`config.mk`:
```
export PLATFORM = sky130hd
export DESIGN_NAME = lcd_host_regif
export DESIGN_NICKNAME = d
export VERILOG_FILES = /design/src/rtl/lcd_regif_pkg.sv /design/src/rtl/lcd_dd_map.sv /design/src/rtl/lcd_ac_stepper.sv /design/src/rtl/lcd_byte_ram.sv /design/src/rtl/lcd_busy_timer.sv /design/src/rtl/lcd_host_regif.sv
export SDC_FILE = /design/constraint.sdc
export NUM_CORES = 2
export LEC_CHECK = 0
export BUFFER_PORTS_ARGS = -buffer_cell sky130_fd_sc_hd__buf_2
export CORE_MARGIN = 2
export CORE_UTILIZATION = 55
export CTS_CLUSTER_DIAMETER = 120
export DETAILED_ROUTE_END_ITERATION = 10
export MAX_ROUTING_LAYER = met4
export PLACE_DENSITY = 0.71
export SYNTH_ARGS = -nofsm -noshare
export SYNTH_HDL_FRONTEND = slang
export SYNTH_SLANG_ARGS = --single-unit
```
`constraint.sdc`:
```
create_clock -name clk -period 7.1 [get_ports clk]
set_input_delay 1.42 -clock clk [delete_from_list [all_inputs] [get_ports clk]]
set_output_delay 1.42 -clock clk [all_outputs]
set_load 0.01 [all_outputs]
```
`src/rtl/lcd_regif_pkg.sv`:
```
package lcd_regif_pkg;

    typedef enum logic [1:0] {
        OP_INSTR_WR  = 2'b00,
        OP_STATUS_RD = 2'b01,
        OP_DATA_WR   = 2'b10,
        OP_DATA_RD   = 2'b11
    } host_op_e;

    typedef struct packed {
        logic [6:0] ac;      // address counter
        logic       cg_sel;  // 1: glyph memory targeted
        logic       inc;     // 1: count up
        logic [7:0] dr;      // prefetched read byte
        logic       half;    // 1: low nibble is next
        logic [3:0] hold;    // captured high nibble
    } regif_state_t;

    localparam regif_state_t REGIF_RST = '{
        ac: 7'd0, cg_sel: 1'b0, inc: 1'b1, dr: 8'd0, half: 1'b0, hold: 4'd0
    };

endpackage

```
`src/rtl/lcd_dd_map.sv`:
```
module lcd_dd_map #(
    parameter int         DD_DEPTH   = 80,
    parameter logic [6:0] LINE2_BASE = 7'h40
) (
    input  logic [6:0]                  addr,
    input  logic                        two_line,
    output logic [$clog2(DD_DEPTH)-1:0] idx,
    output logic                        valid
);
    localparam int         AW       = $clog2(DD_DEPTH);
    localparam logic [6:0] LINE_LEN = 7'(DD_DEPTH / 2);
    localparam logic [6:0] LAST_ONE = 7'(DD_DEPTH - 1);

    logic [6:0] idx_full;

    always_comb begin
        idx_full = addr;
        valid    = 1'b0;
        if (two_line) begin
            if (addr < LINE_LEN) begin
                valid = 1'b1;
            end else if (addr >= LINE2_BASE && addr < LINE2_BASE + LINE_LEN) begin
                idx_full = addr - LINE2_BASE + LINE_LEN;
                valid    = 1'b1;
            end
        end else begin
            valid = (addr <= LAST_ONE);
        end
    end

    assign idx = idx_full[AW-1:0];

endmodule

```
`src/rtl/lcd_ac_stepper.sv`:
```
module lcd_ac_stepper #(
    parameter int         DD_DEPTH   = 80,
    parameter int         CG_DEPTH   = 64,
    parameter logic [6:0] LINE2_BASE = 7'h40
) (
    input  logic [6:0] ac,
    input  logic       cg_sel,
    input  logic       inc,
    input  logic       two_line,
    output logic [6:0] ac_next
);
    localparam logic [6:0] LINE_LEN  = 7'(DD_DEPTH / 2);
    localparam logic [6:0] END_LINE1 = LINE_LEN - 7'd1;
    localparam logic [6:0] END_LINE2 = LINE2_BASE + LINE_LEN - 7'd1;
    localparam logic [6:0] END_ONE   = 7'(DD_DEPTH - 1);
    localparam logic [6:0] END_CG    = 7'(CG_DEPTH - 1);

    always_comb begin
        ac_next = inc ? ac + 7'd1 : ac - 7'd1;
        if (cg_sel) begin
            if (inc && ac == END_CG)         ac_next = 7'd0;
            else if (!inc && ac == 7'd0)     ac_next = END_CG;
        end else if (two_line) begin
            if (inc) begin
                if (ac == END_LINE1)         ac_next = LINE2_BASE;
                else if (ac == END_LINE2)    ac_next = 7'd0;
            end else begin
                if (ac == 7'd0)              ac_next = END_LINE2;
                else if (ac == LINE2_BASE)   ac_next = END_LINE1;
            end
        end else begin
            if (inc && ac == END_ONE)        ac_next = 7'd0;
            else if (!inc && ac == 7'd0)     ac_next = END_ONE;
        end
    end

endmodule

```
`src/rtl/lcd_byte_ram.sv`:
```
module lcd_byte_ram #(
    parameter int DEPTH = 64
) (
    input  logic                     clk,
    input  logic                     rst_n,
    input  logic                     we,
    input  logic [$clog2(DEPTH)-1:0] waddr,
    input  logic [7:0]               wdata,
    input  logic [$clog2(DEPTH)-1:0] raddr,
    output logic [7:0]               rdata
);
    localparam int AW = $clog2(DEPTH);

    logic [7:0] mem_q [DEPTH];

    always_ff @(posedge clk) begin
        if (!rst_n) begin
            for (int i = 0; i < DEPTH; i++) mem_q[i] <= 8'h00;
        end else if (we && int'(waddr) < DEPTH) begin
            mem_q[waddr] <= wdata;
        end
    end

    assign rdata = (int'(raddr) < DEPTH) ? mem_q[raddr] : 8'h00;

    logic unused_aw;
    assign unused_aw = (AW == 0);

endmodule

```
`src/rtl/lcd_busy_timer.sv`:
```
module lcd_busy_timer #(
    parameter int CYCLES = 4
) (
    input  logic clk,
    input  logic rst_n,
    input  logic start,
    output logic busy
);
    localparam int CW = $clog2(CYCLES + 1);
    localparam logic [CW-1:0] LOAD = CW'(CYCLES);

    logic [CW-1:0] cnt_d, cnt_q;

    always_comb begin
        cnt_d = cnt_q;
        if (start)               cnt_d = LOAD;
        else if (cnt_q != '0)    cnt_d = cnt_q - 1'b1;
    end

    always_ff @(posedge clk) begin
        if (!rst_n) cnt_q <= '0;
        else        cnt_q <= cnt_d;
    end

    assign busy = (cnt_q != '0);

    assert_busy_after_write_R12: assert property (@(posedge clk) disable iff (!rst_n)
        start |=> busy);

endmodule

```
`src/rtl/lcd_host_regif.sv`:
```
module lcd_host_regif
    import lcd_regif_pkg::*;
#(
    parameter int         DD_DEPTH    = 80,
    parameter int         CG_DEPTH    = 64,
    parameter int         BUSY_CYCLES = 4,
    parameter logic [6:0] LINE2_BASE  = 7'h40
) (
    input  logic       clk,
    input  logic       rst_n,
    input  logic       xfer_en,
    input  logic       sel_data,
    input  logic       rd_nwr,
    input  logic       nibble_mode,
    input  logic       two_line,
    input  logic [7:0] bus_in,
    output logic [7:0] bus_out,
    output logic       busy
);
    localparam int         DD_AW    = $clog2(DD_DEPTH);
    localparam int         CG_AW    = $clog2(CG_DEPTH);
    localparam logic [6:0] LINE_LEN = 7'(DD_DEPTH / 2);

    regif_state_t st_d, st_q;
    host_op_e     op;
    logic [7:0]   byte_in;
    logic         byte_done, instr_done, dwr_done, drd_done;
    logic         set_dd, set_cg, set_entry;
    logic [6:0]   step_next, fetch_ac;
    logic         fetch_cg;
    logic [DD_AW-1:0] dd_ridx, dd_widx;
    logic         dd_rvalid, dd_wvalid;
    logic [7:0]   dd_rdata, cg_rdata, fetch_byte;
    logic         dd_we, cg_we;
    logic [7:0]   view_byte;
    logic [6:0]   ac_q;

    assign op    = host_op_e'({sel_data, rd_nwr});
    assign ac_q  = st_q.ac;

    // Front end: byte assembly and completion
    always_comb begin
        byte_in   = nibble_mode ? {st_q.hold, bus_in[7:4]} : bus_in;
        byte_done = 1'b0;
        if (xfer_en) begin
            if (op == OP_INSTR_WR || op == OP_DATA_WR)
                byte_done = !busy && (!nibble_mode || st_q.half);
            else
                byte_done = !nibble_mode || st_q.half;
        end
    end

    assign instr_done = byte_done && (op == OP_INSTR_WR);
    assign dwr_done   = byte_done && (op == OP_DATA_WR);
    assign drd_done   = byte_done && (op == OP_DATA_RD);
    assign set_dd     = instr_done && byte_in[7];
    assign set_cg     = instr_done && (byte_in[7:6] == 2'b01);
    assign set_entry  = instr_done && (byte_in[7:2] == 6'b000001);

    lcd_ac_stepper #(
        .DD_DEPTH(DD_DEPTH), .CG_DEPTH(CG_DEPTH), .LINE2_BASE(LINE2_BASE)
    ) i_step (
        .ac(st_q.ac), .cg_sel(st_q.cg_sel), .inc(st_q.inc),
        .two_line(two_line), .ac_next(step_next)
    );

    // Prefetch target
    always_comb begin
        fetch_ac = st_q.ac;
        fetch_cg = st_q.cg_sel;
        if (set_dd) begin
            fetch_ac = byte_in[6:0];
            fetch_cg = 1'b0;
        end else if (set_cg) begin
            fetch_ac = {1'b0, byte_in[5:0]};
            fetch_cg = 1'b1;
        end else if (drd_done) begin
            fetch_ac = step_next;
        end
    end

    lcd_dd_map #(.DD_DEPTH(DD_DEPTH), .LINE2_BASE(LINE2_BASE)) i_map_rd (
        .addr(fetch_ac), .two_line(two_line), .idx(dd_ridx), .valid(dd_rvalid)
    );
    lcd_dd_map #(.DD_DEPTH(DD_DEPTH), .LINE2_BASE(LINE2_BASE)) i_map_wr (
        .addr(st_q.ac), .two_line(two_line), .idx(dd_widx), .valid(dd_wvalid)
    );

    assign dd_we = dwr_done && !st_q.cg_sel && dd_wvalid;
    assign cg_we = dwr_done && st_q.cg_sel;

    lcd_byte_ram #(.DEPTH(DD_DEPTH)) i_dd_ram (
        .clk(clk), .rst_n(rst_n), .we(dd_we), .waddr(dd_widx), .wdata(byte_in),
        .raddr(dd_ridx), .rdata(dd_rdata)
    );
    lcd_byte_ram #(.DEPTH(CG_DEPTH)) i_cg_ram (
        .clk(clk), .rst_n(rst_n), .we(cg_we), .waddr(st_q.ac[CG_AW-1:0]), .wdata(byte_in),
        .raddr(fetch_ac[CG_AW-1:0]), .rdata(cg_rdata)
    );

    assign fetch_byte = fetch_cg ? cg_rdata : (dd_rvalid ? dd_rdata : 8'h00);

    // Next-state logic
    always_comb begin
        st_d = st_q;
        if (xfer_en) begin
            if (!rd_nwr) begin
                if (!busy) begin
                    if (nibble_mode && !st_q.half) begin
                        st_d.hold = bus_in[7:4];
                        st_d.half = 1'b1;
                    end else begin
                        st_d.half = 1'b0;
                    end
                end
            end else begin
                st_d.half = nibble_mode ? !st_q.half : 1'b0;
            end
        end
        if (set_dd || set_cg) begin
            st_d.ac     = fetch_ac;
            st_d.cg_sel = fetch_cg;
            st_d.dr     = fetch_byte;
        end
        if (set_entry) st_d.inc = byte_in[1];
        if (dwr_done)  st_d.ac  = step_next;
        if (drd_done) begin
            st_d.ac = step_next;
            st_d.dr = fetch_byte;
        end
    end

    always_ff @(posedge clk) begin
        if (!rst_n) st_q <= REGIF_RST;
        else        st_q <= st_d;
    end

    lcd_busy_timer #(.CYCLES(BUSY_CYCLES)) i_busy (
        .clk(clk), .rst_n(rst_n), .start(instr_done || dwr_done), .busy(busy)
    );

    // Read path
    always_comb begin
        view_byte = sel_data ? st_q.dr : {busy, st_q.ac};
        if (!rd_nwr)          bus_out = 8'h00;
        else if (!nibble_mode) bus_out = view_byte;
        else if (st_q.half)    bus_out = {view_byte[3:0], 4'h0};
        else                   bus_out = {view_byte[7:4], 4'h0};
    end

    assert_ignore_while_busy_R3: assert property (@(posedge clk) disable iff (!rst_n)
        (xfer_en && !rd_nwr && busy) |=> $stable(ac_q));

    assert_status_keeps_ac_R1: assert property (@(posedge clk) disable iff (!rst_n)
        (xfer_en && !sel_data && rd_nwr) |=> $stable(ac_q));

    assert_glyph_range_R8: assert property (@(posedge clk) disable iff (!rst_n)
        st_q.cg_sel |-> (ac_q[6] == 1'b0));

    assert_line_wrap_R9: assert property (@(posedge clk) disable iff (!rst_n)
        (dwr_done && !st_q.cg_sel && two_line && st_q.inc && ac_q == LINE_LEN - 7'd1)
        |=> (ac_q == LINE2_BASE));

    assert_byte_mode_no_half_R11: assert property (@(posedge clk) disable iff (!rst_n)
        (xfer_en && !nibble_mode) |=> !st_q.half);

endmodule

```
==> impl_metrics.tcl <==
set metrics [dict create \
    cts.path.max_buffers 3 \
    place.detailed.hpwl_um 95600 \
    cts_max_level 3 \
    finalCoreUtilization_pct 60.6 \
    wp_data_required_ns 7.76 \
    global_placement_routability_congestion 0.976 \
    timing.critical_path.arrival_ns 6.67 \
    core-area_mm2 0.0986 \
    syn-mean-instance-area_um2 10.2 \
    netlist-cell-type-count 92 \
    run_status "complete, no violations" \
    worst-setup-path-type "input pin to flop" \
    mappedNetlistNets 5421 \
    grt_util_all_layers_pct 31.8 \
    hold_path_start "st_q[0]" \
    actual_slew_at_the_worst_max_slew_pin_ns 1.42 \
    drc_errors 0 \
    power.density_mw_per_mm2 272 \
    layoutNonFillerInstCount 6601 \
    fp.dieH_um 319 \
    final_max_slew_viol_count 0 \
    antenna_found_initial 3 \
    initial_core_util_pct 55.5 \
    synth.top_cells.by_area "edfxtp_1 63%, nand2_1 9.6%, nor2_1 8.4%" \
    fillCellCount 7969 \
    relSlewSlack_pct 5.60 \
    worst_min_path_class "flop to flop" \
    cts_sinks 1177 \
    final_min_period_over_clock_period_pct 84.7 \
    setup_tns_ns 0 \
    netlist_area_mm2 0.0547 \
    area_growth_from_synthesis_to_layout_pct 9.04 \
    overflow 0 \
    fin_total_pwr_w 0.0163 \
    leakagePower_nw 21.9 \
    per_cell_via_count_in_the_routed_design 6.31 \
    cts_inserted_buffers 118 \
    yosys.area.top_type "edfxtp_1" \
    cp-end-kind "flop" \
    synth_seq_area_share_pct 64.1 \
    cts_root_buffer "clkbuf_16" \
    depth_of_the_worst_register_to_register_path 16 \
    cts.repair.resized 0 \
    drt_first_iter_violations 6425 \
    postSynth.topFlopCell "edfxtp_1" \
    die_width_um 319 \
    dp.cells 6376 \
    path_max_fanout 21 \
    final_hold_viol_count 0 \
    postSynthRegisterBits 1177 \
    cts_tree "yes" \
    worst_setup_hold_path_clk_slew_ns 0.06 \
    grt_pass1_vias 38900 \
    post-route-min-period_ns 6.01 \
    cts-hold-fix-buffers 0 \
    critPathLaunchType "input pin" \
    synthesis.yosys.warnings 0 \
    crit_path_end "st_q[7]" \
    max_cap_viol_count 0 \
    ant_nets 0 \
    boundaryPins 24 \
    postCtsSetupBuffers 0 \
    number_of_iterations_in_the_first_detailed_routing_pass 6 \
    postSynthCellCount 5391 \
    routed-via-count 41600 \
    grt_first_pass_wirelength_um 239000 \
    vdd.ir_drop.worst_v 0.000205 \
    detail_route.wl_per_cell_um 24.1 \
    max_freq_ghz 0.166 \
    grt_setup_unrepaired "no" \
    r2r-start "st_q[13]" \
    regToRegEndpoint "st_q[7]" \
    finalSetupViolCount 0 \
    num-nets-final 5239 \
    largest_net_degree_at_the_start_of_global_routing 147 \
    wl_um 159000 \
    synth-edff-count 1152 \
    io_buffer_count 23 \
    clkLatencyLatePin_ns 0.73 \
    timing.reg2reg.setup_slack_ns 1.16 \
    die-area_mm2 0.102 \
    fin_worst_hold_slack_ns 0.488 \
    asyncSetResetFlopFracSynth_pct 0 \
    crit_path_start "nibble_mode" \
    core.rowCount 115 \
    drive_gt1_share_pct 6.57 \
    yosys.area.top_type_share_pct 63.2 \
    final.setup_skew_ns 0.0376 \
]
-- layout make-up --
cell class / instances / area [um2] / share of cell area, %
tap: 1287 / 1610 / 2.70
timing repair buffer: 115 / 1160 / 1.95
clock inverter: 72 / 628 / 1.05
antenna: 2 / 5.00 / 0.00838
sequential: 1177 / 35100 / 58.8
clock buffer: 151 / 3150 / 5.27
inverter: 20 / 75.1 / 0.126
multi-input combinational: 3777 / 18000 / 30.1
-- report_power, final --
part           switching (W)  leakage [nW]  total (W)  internal [W]
Sequential          0.000104          12.1    0.00795       0.00785
Combinational        0.00162          7.95    0.00217      0.000553
Clock                0.00268          1.85    0.00613       0.00345
Total                0.00440          21.9     0.0163        0.0119
-- synthesized netlist by cell type, types with 11 or more instances --
cell type and number:
nor3_1 18, buf_2 128, a31oi_1 66, o21ai_0 24, mux2i_1 44, a311oi_1 125, clkbuf_1 234, nand4_1 13
a21oi_1 72, ha_1 14, nor4_1 12, buf_4 11, dfxtp_1 25, inv_1 19, a2111oi_0 37, nand3_1 312
nor2_1 1231, a211oi_1 75, buf_1 40, edfxtp_1 1152, nand2_1 1398, and3_1 152
-- registers in the layout, summed over array words and instances (netlist names) --
register        count
st_q               15
ac_q                7
i_dd_ram.mem_q    640
i_cg_ram.mem_q    512
i_busy.cnt_q        3
-- metrics by stage --
step	setup WS (ns)	instance area, um2
after CTS	1.32	59700
after global placement	0.759	55900
after global routing	0.896	59700
after detailed placement	0.590	55900
final	1.09	59700
after floorplan	2.06	54700
-- worst min-delay path by stage --
stage               slack [ns]  depth (start not counted)  endpoint
floorplan                 0.44                          2   st_q[0]
detailed placement        0.48                          2   st_q[0]
CTS                       0.49                          2   st_q[0]
finish                    0.49                          2   st_q[0]
global route              0.50                          2   st_q[0]
global placement          0.48                          2   st_q[1]
-- worst max-delay path, cell delays in order --
cell and delay [ns]:
buf_2 0.30, nand2b_2 0.24, nand4_1 0.50, o31ai_2 1.22, inv_1 0.34, ha_1 0.37
nor3_4 0.25, o211a_2 0.58, buf_4 0.40, o21ai_0 0.14, and4_1 0.28, a41oi_1 0.37
a41o_1 0.21
-- layout by cell type, fill, tap and decap left out, types with 12 or more instances in the layout --
master,instances
clkinv_1,26
a31oi_1,66
ha_1,14
inv_1,19
dfxtp_1,25
mux2i_1,36
and3_1,152
clkinv_2,27
clkbuf_16,119
o21ai_0,24
nor4_1,12
nand3_1,312
nor3_1,16
edfxtp_1,1152
clkbuf_1,27
nand2_1,1397
nor2_1,1231
buf_4,64
a311oi_1,125
nand4_1,13
buf_12,28
buf_2,22
a2111oi_0,37
a21oi_1,72
a211oi_1,75
-- cells by family after synthesis --
logic type	Yosys count	share of synthesized area, %
simple gates	3200	24.0
xor+xnor	5	0.0800
mux	50	1.01
compound gates	507	7.03
fa+ha+maj	15	0.357
flops	1177	64.1
buf+inv	437	3.41
-- layer usage --
metal | share of wire (%) | global-route usage [%] | up-vias
met5 | 0 | - | -
met4 | 3.3 | 10.5 | 0
met3 | 12 | 5.84 | 367
met2 | 45 | 47.4 | 2568
met1 | 39 | 44.3 | 20200
li1 | - | - | 18500
No activity file was read; power rests on OpenSTA's default activity.
